<file path="src/rtl/seclk_pkg.sv">
package seclk_pkg;

  typedef enum logic [1:0] {
    DS_IDLE   = 2'd0,
    DS_FIRST  = 2'd1,
    DS_SECOND = 2'd2,
    DS_PIN    = 2'd3
  } dec_state_t;

  localparam logic [11:0] CMD_ADDR_A = 12'h555;
  localparam logic [11:0] CMD_ADDR_B = 12'h2AA;
  localparam logic [15:0] CMD_PROT   = 16'h0060;
  localparam logic [15:0] CMD_PIN    = 16'h0061;
  localparam int          MODE_BIT   = 6;

  function automatic logic cycle_match(input logic [11:0] addr_lo,
                                       input logic [15:0] data,
                                       input logic [11:0] exp_addr,
                                       input logic [15:0] exp_data);
    return (addr_lo == exp_addr) && (data == exp_data);
  endfunction

endpackage

</file>
<file path="src/rtl/seclk_cmd_decode.sv">
module seclk_cmd_decode
  import seclk_pkg::*;
#(
  parameter int NUM_SECT = 16,
  parameter int ADDR_W   = 24,
  parameter int SECT_W   = 4
) (
  input  logic              clk,
  input  logic              rst_n,
  input  logic              wr_en,
  input  logic [ADDR_W-1:0] wr_addr,
  input  logic [15:0]       wr_data,
  output logic              ev_lock,
  output logic              ev_unlock,
  output logic              ev_pin,
  output logic [SECT_W-1:0] ev_sect
);

  dec_state_t        st, st_nxt;
  logic [SECT_W-1:0] held_sect;
  logic [SECT_W-1:0] cur_sect;
  logic              sect_ok;
  logic              hit_a, hit_b;
  logic              addr_unused;

  assign cur_sect    = wr_addr[ADDR_W-1 -: SECT_W];
  assign sect_ok     = ({1'b0, cur_sect} < (SECT_W+1)'(NUM_SECT));
  assign hit_a       = cycle_match(wr_addr[11:0], wr_data, CMD_ADDR_A, CMD_PROT);
  assign hit_b       = cycle_match(wr_addr[11:0], wr_data, CMD_ADDR_B, CMD_PROT);
  assign ev_sect     = cur_sect;
  assign addr_unused = ^wr_addr;

  always_comb begin
    st_nxt    = st;
    ev_lock   = 1'b0;
    ev_unlock = 1'b0;
    ev_pin    = 1'b0;
    if (wr_en) begin
      st_nxt = DS_IDLE;
      unique case (st)
        DS_IDLE:   if (hit_a) st_nxt = DS_FIRST;
        DS_FIRST:  if (hit_b) st_nxt = DS_SECOND;
        DS_SECOND: begin
          if (sect_ok && wr_data == CMD_PROT) begin
            ev_unlock = wr_addr[MODE_BIT];
            ev_lock   = ~wr_addr[MODE_BIT];
          end else if (sect_ok && wr_data == CMD_PIN) begin
            st_nxt = DS_PIN;
          end
        end
        DS_PIN: begin
          if (sect_ok && wr_data == CMD_PIN && cur_sect == held_sect)
            ev_pin = 1'b1;
        end
        default: st_nxt = DS_IDLE;
      endcase
    end
  end

  always_ff @(posedge clk or negedge rst_n) begin
    if (!rst_n) begin
      st        <= DS_IDLE;
      held_sect <= '0;
    end else begin
      st <= st_nxt;
      if (wr_en && st == DS_SECOND) held_sect <= cur_sect;
    end
  end

endmodule

</file>
<file path="src/rtl/seclk_lock_array.sv">
module seclk_lock_array #(
  parameter int NUM_SECT = 16,
  parameter int SECT_W   = 4
) (
  input  logic                clk,
  input  logic                rst_n,
  input  logic                ev_lock,
  input  logic                ev_unlock,
  input  logic                ev_pin,
  input  logic [SECT_W-1:0]   ev_sect,
  output logic [NUM_SECT-1:0] lk_vec,
  output logic [NUM_SECT-1:0] pin_vec
);

  function automatic logic [NUM_SECT-1:0] upto_mask(input logic [SECT_W-1:0] s);
    logic [NUM_SECT-1:0] m;
    for (int i = 0; i < NUM_SECT; i++) m[i] = (i <= int'(s));
    return m;
  endfunction

  function automatic logic [NUM_SECT-1:0] only_mask(input logic [SECT_W-1:0] s);
    logic [NUM_SECT-1:0] m;
    for (int i = 0; i < NUM_SECT; i++) m[i] = (i == int'(s));
    return m;
  endfunction

  logic target_pinned;

  always_comb begin
    target_pinned = 1'b0;
    for (int i = 0; i < NUM_SECT; i++)
      if (int'(ev_sect) == i) target_pinned = pin_vec[i];
  end

  always_ff @(posedge clk or negedge rst_n) begin
    if (!rst_n) begin
      lk_vec  <= '0;
      pin_vec <= '0;
    end else if (ev_lock) begin
      lk_vec <= '1;
    end else if (ev_unlock && !target_pinned) begin
      lk_vec <= ~only_mask(ev_sect);
    end else if (ev_pin) begin
      pin_vec <= pin_vec | upto_mask(ev_sect);
      lk_vec  <= lk_vec  | upto_mask(ev_sect);
    end
  end

endmodule

</file>
<file path="src/rtl/seclk_op_guard.sv">
module seclk_op_guard #(
  parameter int NUM_SECT = 16,
  parameter int SECT_W   = 4
) (
  input  logic                clk,
  input  logic                rst_n,
  input  logic [NUM_SECT-1:0] lk_vec,
  input  logic [SECT_W-1:0]   q_sect,
  input  logic                op_req,
  input  logic [SECT_W-1:0]   op_sect,
  output logic                q_allow,
  output logic                op_grant,
  output logic                lock_err
);

  function automatic logic writable(input logic [NUM_SECT-1:0] lk,
                                    input logic [SECT_W-1:0]   s);
    logic w;
    w = 1'b0;
    for (int i = 0; i < NUM_SECT; i++)
      if (int'(s) == i) w = ~lk[i];
    return w;
  endfunction

  assign q_allow  = writable(lk_vec, q_sect);
  assign op_grant = op_req & writable(lk_vec, op_sect);

  always_ff @(posedge clk or negedge rst_n) begin
    if (!rst_n)      lock_err <= 1'b0;
    else if (op_req) lock_err <= ~op_grant;
  end

endmodule

</file>
<file path="src/rtl/sector_lock_ctrl.sv">
module sector_lock_ctrl #(
  parameter int NUM_SECT = 16,
  parameter int ADDR_W   = 24,
  parameter int SECT_W   = (NUM_SECT > 1) ? $clog2(NUM_SECT) : 1
) (
  input  logic              clk,
  input  logic              rst_n,
  input  logic              wr_en,
  input  logic [ADDR_W-1:0] wr_addr,
  input  logic [15:0]       wr_data,
  input  logic [SECT_W-1:0] q_sect,
  output logic              q_allow,
  input  logic              op_req,
  input  logic [SECT_W-1:0] op_sect,
  output logic              op_grant,
  output logic              lock_err
);

  logic                ev_lock, ev_unlock, ev_pin;
  logic [SECT_W-1:0]   ev_sect;
  logic [NUM_SECT-1:0] lk_vec, pin_vec;

  seclk_cmd_decode #(.NUM_SECT(NUM_SECT), .ADDR_W(ADDR_W), .SECT_W(SECT_W)) u_dec (
    .clk(clk), .rst_n(rst_n), .wr_en(wr_en), .wr_addr(wr_addr), .wr_data(wr_data),
    .ev_lock(ev_lock), .ev_unlock(ev_unlock), .ev_pin(ev_pin), .ev_sect(ev_sect)
  );

  seclk_lock_array #(.NUM_SECT(NUM_SECT), .SECT_W(SECT_W)) u_arr (
    .clk(clk), .rst_n(rst_n), .ev_lock(ev_lock), .ev_unlock(ev_unlock),
    .ev_pin(ev_pin), .ev_sect(ev_sect), .lk_vec(lk_vec), .pin_vec(pin_vec)
  );

  seclk_op_guard #(.NUM_SECT(NUM_SECT), .SECT_W(SECT_W)) u_grd (
    .clk(clk), .rst_n(rst_n), .lk_vec(lk_vec), .q_sect(q_sect), .op_req(op_req),
    .op_sect(op_sect), .q_allow(q_allow), .op_grant(op_grant), .lock_err(lock_err)
  );

endmodule

</file>
<file path="config.mk">
export PLATFORM = sky130hd
export DESIGN_NAME = sector_lock_ctrl
export DESIGN_NICKNAME = d
export VERILOG_FILES = /design/src/rtl/seclk_pkg.sv /design/src/rtl/seclk_cmd_decode.sv /design/src/rtl/seclk_lock_array.sv /design/src/rtl/seclk_op_guard.sv /design/src/rtl/sector_lock_ctrl.sv
export SDC_FILE = /design/constraint.sdc
export NUM_CORES = 1
export LEC_CHECK = 0
export BUFFER_PORTS_ARGS = -buffer_cell sky130_fd_sc_hd__clkbuf_2
export CAP_MARGIN = 10
export CORE_UTILIZATION = 59
export CTS_CLUSTER_SIZE = 24
export DETAILED_ROUTE_END_ITERATION = 6
export HOLD_SLACK_MARGIN = 0.02
export PLACE_DENSITY = 0.95
export SLEW_MARGIN = 30
export SYNTH_ARGS = -nofsm -noshare
export SYNTH_HDL_FRONTEND = slang
export SYNTH_HIERARCHICAL = 1
export SYNTH_SLANG_ARGS = --single-unit
</file>
<file path="constraint.sdc">
create_clock -name clk -period 7.35 [get_ports clk]
set_clock_uncertainty 0.1 [all_clocks]
set_input_delay 1.47 -clock clk [delete_from_list [all_inputs] [get_ports clk]]
set_output_delay 1.47 -clock clk [all_outputs]
set_load 0.01 [all_outputs]
</file>
==> results of run 1 <==
-- kinds of logic after synthesis --
| kind of cell | Yosys count | synth area share |
|---|---|---|
| AND/OR/NAND/NOR | 87 | 0.2036 |
| XOR/XNOR | 4 | 0.01342 |
| AO/OA/AOI/OAI | 58 | 0.1802 |
| flip-flops | 39 | 0.3737 |
| buffers and inverters | 31 | 0.06852 |
| multiplexers | 32 | 0.1605 |
-- report_power, final --
part,internal (W),switching [W],leakage (nW)
clock,0.0000666,0.0000738,0.0422
sequential,0.000217,0.00000213,0.540
combinational,0.0000249,0.0000338,0.893
-- cell usage after synthesis (all sizes together), types with 2 or more instances --
library cell  count
a211o             4
a211oi            9
a21o              5
a21oi             3
a311oi            4
a31o             12
a41o              4
buf              13
clkbuf           11
dfrtp            39
inv               7
mux2              7
mux2i            19
mux4              6
nand2            12
nand2b            6
nand3             7
nand4             4
nor2             18
nor2b             4
nor3             11
nor3b             3
nor4              5
nor4b             3
nor4bb            2
o21ai             4
o31ai             2
o32ai             2
or2               4
or3               2
xnor2             3
-- through the flow --
stage | utilization | cells | hold slack (ps) | area, um2
after CTS | 0.6935 | 333 | 360.2 | 2854
after detailed placement | 0.6738 | 325 | 344.2 | 2773
after global routing | 0.6941 | 333 | 376.4 | 2856
after floorplan | - | 251 | 320.2 | 2611
after global placement | 0.6738 | 325 | 332.5 | 2773
final | 0.6941 | 333 | 357.7 | 2856
-- worst min path at each step --
stage	end	slack, ps	cells after the start
6_report	u_arr/pin_vec[0]	360	1
3_3_place_gp	u_arr/pin_vec[14]	330	1
3_5_place_dp	u_arr/pin_vec[0]	340	1
5_1_grt	u_arr/pin_vec[8]	380	1
4_1_cts	u_arr/pin_vec[0]	360	1
2_1_floorplan	u_arr/pin_vec[14]	320	1
-- final cells by class --
cell class                      instances  area share
Clock inverter                          1    0.001752
Tap cell                               50     0.02190
Timing Repair Buffer                   48     0.08585
Inverter                                7    0.009198
Sequential cell                        39      0.3417
Clock buffer                            7     0.02672
Multi-Input combinational cell        181      0.5129
-- layer usage --
metal	track usage	part of all wire	vias up
met5	0	0	-
met4	0.09115	0.017	0
met3	0.05757	0.056	11
met2	0.4412	0.49	77
met1	0.3461	0.43	1075
li1	-	-	1026
-- critical path: cells and delay by family --
| family | cells | cell delay (ps) |
|---|---|---|
| muxes | 2 | 1070 |
| buffers and inverters | 3 | 330 |
-- flip-flops by register name, summed over array words and instances, names as in the netlist --
| register | flops |
|---|---|
| u_arr/pin_vec | 16 |
| u_arr/lk_vec | 16 |
| u_dec/st | 2 |
| u_grd/lock_err | 1 |
| u_dec/held_sect | 4 |
==> results.sh, run 1 <==
export IMPL_outcome="finished, final reports clean"
export IMPL_reg2reg_depth=7
export IMPL_grt_pass1_vias=1993
export IMPL_slew_headroom=0.4365
export IMPL_layout_nets=334
export IMPL_async_flop_share=1.000
export IMPL_critPathCaptureType="output port"
export IMPL_io_pins=55
export IMPL_grt_first_pass_wirelength_um=9225
export IMPL_drt_pre_antenna_iters=5
export IMPL_num_rows=23
export IMPL_min_path_type="register to register"
export IMPL_drc=0
export IMPL_drive_above_1_share=0.3110
export IMPL_slew_violations=0
export IMPL_crit_fanout=4
export IMPL_crit_slowest_cell="mux4_1"
export IMPL_crit_arrival_ps=2880
export IMPL_peakVddDrop_mv=0.1267
export IMPL_area_growth_syn_to_layout_pct=9.392
export IMPL_critPathMaxStageDelay_ps=600
export IMPL_cellPowerDensity_nw_per_um2=146.3
export IMPL_multi_input_area_um2=1465
export IMPL_clock_sinks=39
export IMPL_crit_path_end="q_allow"
export IMPL_hold_viol=0
export IMPL_setup_viol=0
export IMPL_cts_tree="done"
export IMPL_reg2reg_slack_ps=4040
export IMPL_seq_area_um2=975.9
export IMPL_design_core_area_um2=4115
export IMPL_path_common_cell="clkbuf_2"
export IMPL_fin_crit_ps=4448
export IMPL_place_ws_ps=2728
export IMPL_cts_hold_buf=0
export IMPL_synth_top_area_share=0.3737
export IMPL_fill_cells=313
export IMPL_reg2reg_from="u_dec/st[0]"
export IMPL_fin_crit_sh=0.6051
export IMPL_synth_area_top_cells="dfrtp_1, mux2i_1, mux4_1, a31o_2, a211oi_1"
export IMPL_num_vias=2189
export IMPL_insertion_delay_ps=290
export IMPL_synth_largest_area_cell="dfrtp_1"
export IMPL_start_kind="input port"
export IMPL_cts_root_buffer="clkbuf_8"
export IMPL_r2r_end="u_arr/pin_vec[8]"
export IMPL_initial_utilization=0.6345
export IMPL_power_leakage_nw=1.476
export IMPL_fin_ws_ps=2902
export IMPL_syn_num_nets=303
export IMPL_yosysSeqAreaShare=0.3737
export IMPL_cts_setup_buffers=0
export IMPL_post_drt_wl_per_cell_um=17.09
export IMPL_path_class="input port to output port"
export IMPL_clkTransAtPathRegs_ps=70
export IMPL_yosys_warnings=6
export IMPL_clockBufferDepth=2
export IMPL_fmax_mhz=224.8
export IMPL_synth_distinct_cells=60
export IMPL_cap_violations=0
export IMPL_final_common_cell="clkbuf_2"
export IMPL_critPathLaunch="q_sect[0]"
export IMPL_insertedDiodeCount=0
export IMPL_grt_usage=0.2671
export IMPL_hpwl_um=4056
export IMPL_worst_pin_slew_ps=845.2
export IMPL_die_w_um=68.53
export IMPL_synth_seq_cells=39
export IMPL_synth_avg_cell_area_um2=10.40
export IMPL_syn_area_um2=2611
export IMPL_dieHeight_um=68.53
export IMPL_synth_edff_count=0
export IMPL_final_cell_mix="clkbuf_2, dfrtp_1, mux2i_1"
export IMPL_cts_resized=0
export IMPL_postSynthCellCount=251
export IMPL_drt_iter0_markers=94
export IMPL_grt_remaining_overflow=0
export IMPL_routabilityCongestion=0.8247
export IMPL_finalSetupTns_ps=0
export IMPL_hp_start="u_arr/pin_vec[0]"
export IMPL_drt_wl_total_um=5690
export IMPL_total_power_w=0.0004179
export IMPL_ant_nets=0
export IMPL_viasPerCell=6.574
export IMPL_grt_max_degree=40
export IMPL_synth_flop_cell="dfrtp_1"
export IMPL_cts_buffers=5
export IMPL_port_buffers=46
export IMPL_required_ps=5780
export IMPL_antenna_found_initial=0
export IMPL_rsz0062_at_grt="false"
export IMPL_die_area_um2=4696
export IMPL_htreeDepth=2
export IMPL_path_cells="clkbuf_2 > mux4_1 > mux4_2 > inv_1 > clkbuf_2"
No activity file was read; power rests on OpenSTA's default activity.
==> run 2: changes to the inputs <==
Settings changed: CORE_UTILIZATION 59 to 55, PLACE_DENSITY 0.95 to 0.9.
Clock period 7.35 ns to 4.6 ns, I/O delays scaled along.
==> results.sh, run 2 (synthesis gave the netlist of run 1 again) <==
export IMPL_outcome="complete, but fails checks"
export IMPL_violations="DRC"
export IMPL_reg2reg_from="u_dec/st[0]"
export IMPL_cellPowerDensity_nw_per_um2=231.3
export IMPL_fmax_mhz=284.9
export IMPL_worst_pin_slew_ps=658.2
export IMPL_hold_viol=0
export IMPL_reg2reg_slack_ps=1570
export IMPL_drc=4
export IMPL_cts_tree="done"
export IMPL_finalSetupTns_ps=0
export IMPL_crit_fanout=17
export IMPL_reg_top3="u_arr/lk_vec: 16 flops, u_arr/pin_vec: 16 flops, u_dec/held_sect: 4 flops"
export IMPL_post_drt_wl_per_cell_um=17.55
export IMPL_crit_buf_inv=3
export IMPL_antenna_found_initial=0
export IMPL_rsz0062_at_grt="false"
export IMPL_die_w_um=70.91
export IMPL_reg2reg_depth=8
export IMPL_cts_resized=0
export IMPL_crit_slowest_cell="nor4_1"
export IMPL_insertion_delay_ps=290
export IMPL_grt_first_pass_wirelength_um=9873
export IMPL_cts_root_buffer="clkbuf_8"
export IMPL_slew_headroom=0.5592
export IMPL_design_core_area_um2=4444
export IMPL_num_rows=24
export IMPL_initial_utilization=0.5876
export IMPL_total_power_w=0.0006636
export IMPL_insertedDiodeCount=0
export IMPL_area_growth_syn_to_layout_pct=9.871
export IMPL_design_area_um2=2869
export IMPL_final_util=0.6456
export IMPL_r2r_end="u_arr/lk_vec[7]"
export IMPL_critPathMaxStageDelay_ps=580
export IMPL_cts_buffers=5
export IMPL_drive_above_1_share=0.3134
export IMPL_final_common_cell="clkbuf_2"
export IMPL_htreeDepth=2
export IMPL_slew_violations=0
export IMPL_hold_path_depth=1
export IMPL_clockBufferDepth=2
export IMPL_hp_start="u_arr/pin_vec[0]"
export IMPL_grt_usage=0.2505
export IMPL_drt_iter0_markers=209
export IMPL_drt_pre_antenna_iters=6
export IMPL_crit_arrival_ps=3580
export IMPL_layout_nets=335
export IMPL_power_leakage_nw=1.481
export IMPL_num_vias=2207
export IMPL_cts_setup_buffers=0
export IMPL_clock_sinks=39
export IMPL_drt_wl_total_um=5898
export IMPL_setup_viol=0
export IMPL_final_cell_mix="clkbuf_2, dfrtp_1, mux2i_1"
export IMPL_fin_crit_ps=3510
export IMPL_cap_violations=0
export IMPL_place_ws_ps=828.3
export IMPL_grt_max_degree=40
export IMPL_critPathTopFamily="simple AND/OR/NAND/NOR gates"
export IMPL_port_buffers=46
export IMPL_min_path_type="register to register"
export IMPL_min_to="u_arr/pin_vec[0]"
export IMPL_hpwl_um=4208
export IMPL_fin_crit_sh=0.7630
export IMPL_fin_ws_ps=1090
export IMPL_grt_remaining_overflow=0
export IMPL_start_kind="input port"
export IMPL_io_pins=55
export IMPL_clkTransAtPathRegs_ps=70
export IMPL_dieHeight_um=70.91
export IMPL_required_ps=4670
export IMPL_path_class="input port to register"
export IMPL_grt_pass1_vias=2101
export IMPL_path_cells="clkbuf_2 > nor4b_2 > nand4_2 > nor4_1 > inv_1 > o32ai_1 > a211o_2 > nand3_2 > buf_4 > mux2i_1"
export IMPL_placed_cell_area_um2=2783
export IMPL_cts_hold_buf=0
export IMPL_peakVddDrop_mv=0.1880
export IMPL_ant_nets=0
export IMPL_viasPerCell=6.568
export IMPL_die_area_um2=5028
export IMPL_critPathCaptureType="register"
export IMPL_routabilityCongestion=0.8147
[run 2: cell count changes in the layout (fill, tap and decap cells not counted)]
| cell | delta |
|---|---|
| buf_2 | -1 |
| buf_4 | +2 |
[run 2: worst register-to-register path, delay by kind of cell (launching register included)]
kind | cells | cell delay [ps]
compound gates | 2 | 530
buf+inv | 2 | 430
flops | 1 | 450
mux | 1 | 150
simple gates | 3 | 1250
[run 2: stage by stage]
stage	hold slack (ps)	std cells
after global routing	383.9	336
after floorplan	320.2	251
after CTS	360.4	336
after detailed placement	345.3	328
final	355.9	336
after global placement	332.3	328
[run 2: power by group]
part	switching, W	internal, W
sequential	0.00000345	0.000346
combinational	0.0000545	0.0000401
clock	0.000113	0.000106
total	0.000171	0.000493
[run 2: routing by layer]
layer / vias to the layer above / part of all wire / global-route usage
li1: 1026 / - / -
met1: 1089 / 0.42 / 0.3203
met4: 0 / 0.015 / 0.07556
met5: - / 0 / 0
met2: 78 / 0.50 / 0.4370
met3: 14 / 0.057 / 0.04274
[run 2: worst max path at each step]
stage,from,depth (start not counted),slack (ps),to
detailed placement,wr_data[7],10,830,u_arr/lk_vec[11]
floorplan,wr_data[7],10,1520,u_arr/pin_vec[0]
finish,wr_data[7],10,1090,u_arr/lk_vec[7]
CTS,wr_data[7],10,1100,u_arr/lk_vec[7]
global placement,wr_data[7],10,860,u_arr/lk_vec[11]
global route,wr_data[11],10,780,u_arr/lk_vec[7]
[run 2: layout make-up]
class,count,area (um2)
Clock buffer,7,76.32
Clock inverter,1,5.005
Fill cell,363,1575
Inverter,7,26.28
Multi-Input combinational cell,181,1465
Sequential cell,39,975.9
Tap cell,52,65.06
Timing Repair Buffer,49,255.2
